==> config.mk <==
export PLATFORM = sky130hd
export DESIGN_NAME = rm_irq_seq
export DESIGN_NICKNAME = d
export VERILOG_FILES = /design/src/rtl/rm_irq_pkg.sv /design/src/rtl/rm_irq_arb.sv /design/src/rtl/rm_irq_bus.sv /design/src/rtl/rm_irq_seq.sv
export SDC_FILE = /design/constraint.sdc
export NUM_CORES = 1
export LEC_CHECK = 0
export ABC_AREA = 1
export ABC_CLOCK_PERIOD_IN_PS = 10200
export CAP_MARGIN = 30
export CORE_ASPECT_RATIO = 0.75
export CORE_MARGIN = 5
export CORE_UTILIZATION = 48
export CTS_BUF_LIST = sky130_fd_sc_hd__clkbuf_4
export DETAILED_ROUTE_END_ITERATION = 7
export HOLD_SLACK_MARGIN = 0.05
export PLACE_DENSITY = 0.78
export REMOVE_ABC_BUFFERS = 1
export SKIP_CTS_REPAIR_TIMING = 1
export SLEW_MARGIN = 5
export SYNTH_ARGS = -nofsm -noshare
export SYNTH_HDL_FRONTEND = slang
export SYNTH_SLANG_ARGS = --single-unit
export TNS_END_PERCENT = 10
==> constraint.sdc <==
create_clock -name clk -period 10.2 [get_ports clk]
set_clock_uncertainty 0.1 [all_clocks]
set_input_delay 1.02 -clock clk [delete_from_list [all_inputs] [get_ports clk]]
set_output_delay 1.02 -clock clk [all_outputs]
set_load 0.005 [all_outputs]
==> src/rtl/rm_irq_pkg.sv <==
package rm_irq_pkg;
    localparam int FLAG_TF = 8;
    localparam int FLAG_IF = 9;
    localparam int FLAG_OF = 11;
    localparam int TYPE_STEP = 1;
    localparam int TYPE_NMI  = 2;
    localparam int TYPE_OVF  = 4;

    typedef enum logic [3:0] {
        ST_IDLE, ST_PUSH_FL, ST_PUSH_CS, ST_PUSH_IP,
        ST_VEC_LO, ST_VEC_HI, ST_VEC_END,
        ST_POP_IP, ST_POP_CS, ST_POP_FL, ST_POP_END,
        ST_DONE
    } seq_state_e;
endpackage

==> src/rtl/rm_irq_arb.sv <==
module rm_irq_arb
    import rm_irq_pkg::*;
#(
    parameter int TYPE_W = 8
) (
    input  logic              en,
    input  logic              boundary,
    input  logic              nmi_req,
    input  logic              intr_req,
    input  logic [TYPE_W-1:0] intr_type,
    input  logic              sw_req,
    input  logic [TYPE_W-1:0] sw_type,
    input  logic              ovf_req,
    input  logic              ret_req,
    input  logic              tf,
    input  logic              iflag,
    input  logic              of,
    output logic              take_ent,
    output logic              take_ret,
    output logic [TYPE_W-1:0] sel_type,
    output logic              intr_ack
);
    always_comb begin
        take_ent = 1'b0;
        take_ret = 1'b0;
        sel_type = '0;
        intr_ack = 1'b0;
        if (en) begin
            if (boundary && nmi_req) begin
                take_ent = 1'b1;
                sel_type = TYPE_W'(TYPE_NMI);
            end else if (boundary && tf) begin
                take_ent = 1'b1;
                sel_type = TYPE_W'(TYPE_STEP);
            end else if (boundary && intr_req && iflag) begin
                take_ent = 1'b1;
                sel_type = intr_type;
                intr_ack = 1'b1;
            end else if (sw_req) begin
                take_ent = 1'b1;
                sel_type = sw_type;
            end else if (ovf_req && of) begin
                take_ent = 1'b1;
                sel_type = TYPE_W'(TYPE_OVF);
            end else if (ret_req) begin
                take_ret = 1'b1;
            end
        end
    end
endmodule

==> src/rtl/rm_irq_bus.sv <==
module rm_irq_bus
    import rm_irq_pkg::*;
#(
    parameter int WORD_W    = 16,
    parameter int SEG_SHIFT = 4,
    parameter int TYPE_W    = 8,
    localparam int PHYS_W   = WORD_W + SEG_SHIFT
) (
    input  seq_state_e        st,
    input  logic [TYPE_W-1:0] type_q,
    input  logic [WORD_W-1:0] ss_q,
    input  logic [WORD_W-1:0] sp_q,
    input  logic [WORD_W-1:0] fl_q,
    input  logic [WORD_W-1:0] cs_q,
    input  logic [WORD_W-1:0] ip_q,
    output logic              mem_req,
    output logic              mem_we,
    output logic [PHYS_W-1:0] mem_addr,
    output logic [WORD_W-1:0] mem_wdata
);
    localparam int SLOT_SH = 2;
    localparam logic [WORD_W-1:0] WSTEP = WORD_W'(2);

    logic [WORD_W-1:0] seg, off, vec_base;

    assign vec_base = WORD_W'(type_q) << SLOT_SH;

    always_comb begin
        mem_req   = 1'b1;
        mem_we    = 1'b0;
        mem_wdata = '0;
        seg       = ss_q;
        off       = sp_q;
        unique case (st)
            ST_PUSH_FL: begin mem_we = 1'b1; off = sp_q - WSTEP;         mem_wdata = fl_q; end
            ST_PUSH_CS: begin mem_we = 1'b1; off = sp_q - 2 * WSTEP;     mem_wdata = cs_q; end
            ST_PUSH_IP: begin mem_we = 1'b1; off = sp_q - 3 * WSTEP;     mem_wdata = ip_q; end
            ST_VEC_LO:  begin seg = '0; off = vec_base; end
            ST_VEC_HI:  begin seg = '0; off = vec_base + WSTEP; end
            ST_POP_IP:  off = sp_q;
            ST_POP_CS:  off = sp_q + WSTEP;
            ST_POP_FL:  off = sp_q + 2 * WSTEP;
            default:    mem_req = 1'b0;
        endcase
    end

    assign mem_addr = {seg, {SEG_SHIFT{1'b0}}} + PHYS_W'(off);
endmodule

==> src/rtl/rm_irq_seq.sv <==
module rm_irq_seq
    import rm_irq_pkg::*;
#(
    parameter int WORD_W    = 16,
    parameter int SEG_SHIFT = 4,
    parameter int TYPE_W    = 8,
    localparam int PHYS_W   = WORD_W + SEG_SHIFT
) (
    input  logic              clk,
    input  logic              rst_n,
    input  logic              boundary,
    input  logic              nmi_req,
    input  logic              intr_req,
    input  logic [TYPE_W-1:0] intr_type,
    output logic              intr_ack,
    input  logic              sw_req,
    input  logic [TYPE_W-1:0] sw_type,
    input  logic              ovf_req,
    input  logic              ret_req,
    input  logic [WORD_W-1:0] flags_cur,
    input  logic [WORD_W-1:0] cs_cur,
    input  logic [WORD_W-1:0] ip_cur,
    input  logic [WORD_W-1:0] ss_cur,
    input  logic [WORD_W-1:0] sp_cur,
    output logic              mem_req,
    output logic              mem_we,
    output logic [PHYS_W-1:0] mem_addr,
    output logic [WORD_W-1:0] mem_wdata,
    input  logic [WORD_W-1:0] mem_rdata,
    output logic              busy,
    output logic              done,
    output logic [WORD_W-1:0] new_cs,
    output logic [WORD_W-1:0] new_ip,
    output logic [WORD_W-1:0] new_flags,
    output logic [WORD_W-1:0] new_sp
);
    localparam logic [WORD_W-1:0] FRAME   = WORD_W'(6);
    localparam logic [WORD_W-1:0] CLR_MSK = ~((WORD_W'(1) << FLAG_TF) | (WORD_W'(1) << FLAG_IF));

    seq_state_e        st, st_nx;
    logic              take_ent, take_ret, is_ret_q;
    logic [TYPE_W-1:0] sel_type, type_q;
    logic [WORD_W-1:0] fl_q, cs_q, ip_q, ss_q, sp_q;
    logic [WORD_W-1:0] res_ip, res_cs, res_fl;

    rm_irq_arb #(.TYPE_W(TYPE_W)) u_arb (
        .en(st == ST_IDLE), .boundary(boundary), .nmi_req(nmi_req),
        .intr_req(intr_req), .intr_type(intr_type), .sw_req(sw_req),
        .sw_type(sw_type), .ovf_req(ovf_req), .ret_req(ret_req),
        .tf(flags_cur[FLAG_TF]), .iflag(flags_cur[FLAG_IF]), .of(flags_cur[FLAG_OF]),
        .take_ent(take_ent), .take_ret(take_ret), .sel_type(sel_type),
        .intr_ack(intr_ack)
    );

    rm_irq_bus #(.WORD_W(WORD_W), .SEG_SHIFT(SEG_SHIFT), .TYPE_W(TYPE_W)) u_bus (
        .st(st), .type_q(type_q), .ss_q(ss_q), .sp_q(sp_q), .fl_q(fl_q),
        .cs_q(cs_q), .ip_q(ip_q), .mem_req(mem_req), .mem_we(mem_we),
        .mem_addr(mem_addr), .mem_wdata(mem_wdata)
    );

    // State register
    always_ff @(posedge clk or negedge rst_n) begin
        if (!rst_n) st <= ST_IDLE;
        else        st <= st_nx;
    end

    // Transitions
    always_comb begin
        st_nx = st;
        unique case (st)
            ST_IDLE:    if (take_ent) st_nx = ST_PUSH_FL;
                        else if (take_ret) st_nx = ST_POP_IP;
            ST_PUSH_FL: st_nx = ST_PUSH_CS;
            ST_PUSH_CS: st_nx = ST_PUSH_IP;
            ST_PUSH_IP: st_nx = ST_VEC_LO;
            ST_VEC_LO:  st_nx = ST_VEC_HI;
            ST_VEC_HI:  st_nx = ST_VEC_END;
            ST_VEC_END: st_nx = ST_DONE;
            ST_POP_IP:  st_nx = ST_POP_CS;
            ST_POP_CS:  st_nx = ST_POP_FL;
            ST_POP_FL:  st_nx = ST_POP_END;
            ST_POP_END: st_nx = ST_DONE;
            ST_DONE:    st_nx = ST_IDLE;
            default:    st_nx = ST_IDLE;
        endcase
    end

    // Captured context and collected results
    always_ff @(posedge clk or negedge rst_n) begin
        if (!rst_n) begin
            type_q <= '0; is_ret_q <= 1'b0;
            fl_q <= '0; cs_q <= '0; ip_q <= '0; ss_q <= '0; sp_q <= '0;
            res_ip <= '0; res_cs <= '0; res_fl <= '0;
        end else begin
            if (st == ST_IDLE && (take_ent || take_ret)) begin
                type_q   <= sel_type;
                is_ret_q <= take_ret;
                fl_q <= flags_cur; cs_q <= cs_cur; ip_q <= ip_cur;
                ss_q <= ss_cur;    sp_q <= sp_cur;
            end
            unique case (st)
                ST_VEC_HI, ST_POP_CS: res_ip <= mem_rdata;
                ST_VEC_END: begin res_cs <= mem_rdata; res_fl <= fl_q & CLR_MSK; end
                ST_POP_FL:  res_cs <= mem_rdata;
                ST_POP_END: res_fl <= mem_rdata;
                default: ;
            endcase
        end
    end

    // Outputs
    always_comb begin
        busy      = !(st == ST_IDLE || st == ST_DONE);
        done      = (st == ST_DONE);
        new_ip    = res_ip;
        new_cs    = res_cs;
        new_flags = res_fl;
        new_sp    = is_ret_q ? sp_q + FRAME : sp_q - FRAME;
    end


    done_pulse_chk: assert property (@(posedge clk) disable iff (!rst_n)
        done |=> !done);

    busy_end_chk: assert property (@(posedge clk) disable iff (!rst_n)
        $fell(busy) |-> done);

    push_chain_chk: assert property (@(posedge clk) disable iff (!rst_n)
        (mem_req && mem_we) |=> mem_req);

    vec_step_chk: assert property (@(posedge clk) disable iff (!rst_n)
        (st == ST_VEC_HI) |-> (mem_addr == $past(mem_addr) + PHYS_W'(2)));

    ack_push_chk: assert property (@(posedge clk) disable iff (!rst_n)
        intr_ack |=> (mem_req && mem_we && mem_wdata == $past(flags_cur)));
endmodule

# Word level (Yosys, flattened, before mapping)
# Cells that the tools add are included.
# word_totals
ff_bits	141
input_bits	120
out_inout_bits	105
wordCells	82
# classes
add_sub_neg	9
n_eq_ne	12
muxes	33
n_reduce_logical	17
# ops
op	count
$pmux 16 s7	1
$pmux 16 s3	1
$sub 16x3->16 const B	3
$mux 8	5
$pmux 4 s10	1
$add 16x3->16 const B	2
$mux 16	2
$pmux 16 s2	1
$add 20x16->20	1
$mux 1	19
$add 16x2->16 const B	1
$eq 4x3->1 const B	4
$eq 4x4->1 const B	4
$sub 16x2->16 const B	1
$add 10x2->11 const B	1
$eq 4x2->1 const B	2
$mux 4	2
$reduce_or 2->1	4
$reduce_or 8->1	1
$logic_and 1x1->1	6
$eq 4x1->1 const B	1
$logic_not 4->1	1
$mux 3	1
$ne 3x3->1 const B	1
other kinds (4)	5

# Longest topological paths before layout
# depth
depth_word	10
ltp_mapped	26

# Hierarchy
# A second synthesis with hierarchy kept.
# unflattened
cells_unflattened	1437
area_unflattened_um2	9898.2
# by_module_without_submodules
mod	instances	cells_per_inst	area_each_um2	seq_area_each_um2
rm_irq_seq	1	791	6595.1	3528.4
rm_irq_bus	1	599	3070.4	0.0
rm_irq_arb	1	47	232.7	0.0

# Worst setup path before layout
# No wires, ideal clock.
# synth_timing
path_type	register -> output
start	register st[0]
end	output mem_addr[18]
t_arrival_ps	3180
required_ps	9080
path_slack_ps	5900
stages_incl_launch_ff	19
n_path_buf	0
cell_sequence	dfrtp_1 > nor2_1 > nand2_2 > ha_1 > a21oi_1 > nand2_1 > or2_2 > nand3_1 > nand2_1 > a21oi_1 > o211ai_1 > fa_1 > nand3_1 > nand3_1 > nand2_1 > nand2_1 > nand2_1 > nand3_1 > nand2_1
# synth_via
elab_chain_cells	4
# synth_rtl
item	line_no	source
start: declaration	rm_irq_seq.sv:40	seq_state_e st, st_nx;
start signal: assignment	rm_irq_seq.sv:64	else st <= st_nx;
$eq 4x3->1	rm_irq_bus.sv:34	unique case (st)
$reduce_or 2->1 (no line)	n/a	
$mux 16	rm_irq_bus.sv:34	
$add 20x16->20 (*)	rm_irq_bus.sv:47	assign mem_addr = {seg, {SEG_SHIFT{1'b0}}} + PHYS_W'(off);
end: declaration	rm_irq_seq.sv:27	output logic [PHYS_W-1:0] mem_addr,
# Every way passes the cells marked *; elsewhere a longest branch is shown, timed or not.

# Final worst setup path
# layout_timing
start	register st[0]
end	output mem_addr[12]
# The elaborated chain is that of the path after synthesis.

==> summary.md <==
| Metric | Value |
|---|---|
| CTS buffer count | `17` |
| H-Tree Level Count | `4` |
| Syn Area/Cell | `6.94 um2` |
| Final Hold Fails | `0` |
| WL met2 | `14,000 um` |
| Synth Flop Type | `dfrtp_1` |
| Most frequent cells in the layout | `nand2_1, clkdlybuf4s50_1, dfrtp_1` |
| Die area | `22,600 um2` |
| Worst Max-Slew Pin Slew | `909 ps` |
| Clk root buf | `clkbuf_4` |
| Met1 wire length | `13,000 um` |
| Outcome | `finished, final reports clean` |
| Final setup vio count | `0` |
| Slew HR | `39.0%` |
| Placed instance count | `1,798` |
| First-pass GRT wire length | `48,800 um` |
| Post-synth ARST share | `100%` |
| Cell Rows | `44` |
| Crit share post-route | `60.1%` |
| Fmax | `0.163 GHz` |
| Routed WL | `30,700 um` |
| Die X | `172 um` |
| I/O Pins | `225` |
| IO buf count | `224` |
| Minimum period implied by the final worst setup slack | `6130 ps` |
| Comb pwr share | `71.9%` |
| GP Congestion | `0.972` |
| Top routing layer used | `met5` |
| Pre-CTS setup slack | `4700 ps` |
| Mapped Cells | `1,359` |
| Unique masters post-synth | `39` |
| Seq. cell area | `3530 um2` |
| Sinks on Clock Net | `141` |
| Worst Setup End Kind | `output pin` |
| Clock-pin slew on the worst setup and hold paths | `130 ps` |
| WP data required | `9080 ps` |
| DR vias/cell | `5.30` |
| Layout cells sized above 1 | `6.28%` |
| Reg2Reg Depth | `8` |
| Critical Path AT | `5010 ps` |
| Leakage | `6.06 nW` |
| Vias in the first global route | `9,317` |
| Max VDD drop | `0.288 mV` |
| Power Internal | `2.52 mW` |
| DP Wirelength | `23,500 um` |
| Hold Path Class | `input pin to async pin` |
| Initial drt markers | `933` |
| Final max-slew violation count | `0` |
| CP Launch Type | `flop` |
| Final Net Count | `1,727` |
| Grt total ovfl | `0` |
| Mapped Area | `9430 um2` |
| Finished Layout Cells | `1,832` |
| CP Max Fanout | `14` |
| Area of the multi-input gates | `5130 um2` |
| Largest net degree at the start of global routing | `65` |
| Setup_tns | `0 ps` |
| Synth Register Bits | `141` |
| Reg power frac | `21.7%` |
| Drt drc | `0` |
| Fillers | `1,709` |
| Initial Utilization | `48.8%` |
| Setup ws final | `4070 ps` |
| Post-synthesis sequential area ratio | `37.4%` |
| Kind of critical path | `flop to output pin` |
| Met3 WL | `2980 um` |
| Net Sw Power | `2.41 mW` |
| Post-DRT Antenna Nets | `0` |
| Most common cell after layout, fill and taps aside | `nand2_1` |
| Area growth from synthesis to layout | `28.1%` |
| Initial antenna violation count | `3` |
| Switch share | `48.9%` |
| Maximum clock path buffer count | `2` |
| Synthesis Warnings | `0` |
| Post-synth EDFFs | `0` |
| Clk_lat worst skew | `560 ps` |
| CORE AREA | `19,300 um2` |
| Clk network pwr share | `6.4%` |
| CTS tree | `yes` |
| Power per cell area | `407 nW/um2` |
| GRT Total Usage | `26.9%` |
| Drt first pass iters | `6` |
| Wire per inst | `16.8 um` |
| WHS | `311 ps` |
| Total of max-cap violations | `0` |
| Via count | `9,718` |
| RSZ-0062 raised after global routing | `no` |
| Height of the die | `131 um` |
==> sequential cells by signal, summed over array words and instances, names as in the netlist <==
signal,flops
ip_q,16
st,4
new_cs,16
ss_q,16
new_ip,16
sp_q,16
is_ret_q,1
new_flags,16
type_q,8
fl_q,16
cs_q,16
==> cells in the mapped netlist (all sizes together), types with 3 or more instances <==
cell     count  area share, %
a21o         3           0.24
a21oi       52            2.8
a31oi        4           0.27
buf         24            1.4
clkbuf      19           0.76
dfrtp      141             37
fa           3           0.64
ha          40            5.3
inv        152            6.0
mux2        28            3.3
nand2      535             22
nand3       90            4.8
nand3b       5           0.40
nand4       11           0.73
nor2        96            4.1
nor3         4           0.21
o2111ai      3           0.28
o211ai      17            1.4
o21ai       83            4.4
o22ai        5           0.33
o311ai       4           0.37
or2          6           0.40
xnor2        5           0.46
xor2        19            1.8
==> metal layers <==
metal | track usage [%] | vias to the layer above
met5 | 0 | -
met2 | 42.2 | 364
li1 | - | 4758
met4 | 6.90 | 2
met3 | 8.86 | 53
met1 | 36.0 | 4541
==> per-stage QoR <==
step                cell area [um2]  power, mW  util, %
floorplan                      9230       3.01        -
global placement              11800       4.54     61.2
detailed placement            11900       4.58     61.3
CTS                           12100       4.92     62.5
global route                  12100       5.37     62.6
finish                        12100       4.93     62.6
==> worst paths after layout <==
path / start / to / slack (ps)
worst max-delay path: st[0] / mem_addr[12] / 4070
worst min-delay path: rst_n / ss_q[14] / 310
worst max register to register: st[0] / new_flags[11] / 7420
worst min register to register: cs_q[15] / cs_q[15] / 390
max in group asynchronous: rst_n / new_flags[14] / 8590
min in group clk: cs_q[15] / cs_q[15] / 390
==> power groups by stage <==
stage               Combinational (mW)  Sequential (mW)  Clock [mW]
floorplan                         2.00             1.01           0
global placement                  3.47             1.06           0
detailed placement                3.51             1.07           0
CTS                               3.54             1.06       0.316
global route                      3.93             1.10       0.340
finish                            3.54             1.07       0.314
==> cell type report <==
class                           count  share of cell area [%]
Timing Repair Buffer              229                    19.0
Sequential cell                   141                    29.2
Multi-Input combinational cell   1021                    42.4
Inverter                          154                    4.79
Tap cell                          253                    2.62
Antenna cell                        2                  0.0414
Clock inverter                     14                   0.787
Clock buffer                       18                    1.12
==> worst max-delay path: stages (launching register included) <==
cell and delay (ps):
dfrtp_1 440, inv_2 60, nor2_1 190, nand2_1 430, ha_1 540, nand2_1 120, inv_1 50, nand3_1 70
nand2_1 110, or2_2 290, a31oi_1 190, nand3_1 130, ha_1 390, a21oi_1 190, o21ai_0 130, a21oi_1 230
nor2_1 70, nor2_1 120, xnor2_1 140, clkdlybuf4s50_1 550
==> cell families after synthesis <==
| logic type | synth area share, % |
|---|---|
| adder cells (fa/ha/maj) | 5.94 |
| multiplexers | 3.34 |
| XOR/XNOR | 2.23 |
| buffers and inverters | 8.26 |
| AO/OA/AOI/OAI | 10.5 |
| AND/OR/NAND/NOR | 32.3 |
| flip-flops | 37.4 |
Power figures use the tool's default switching activity.
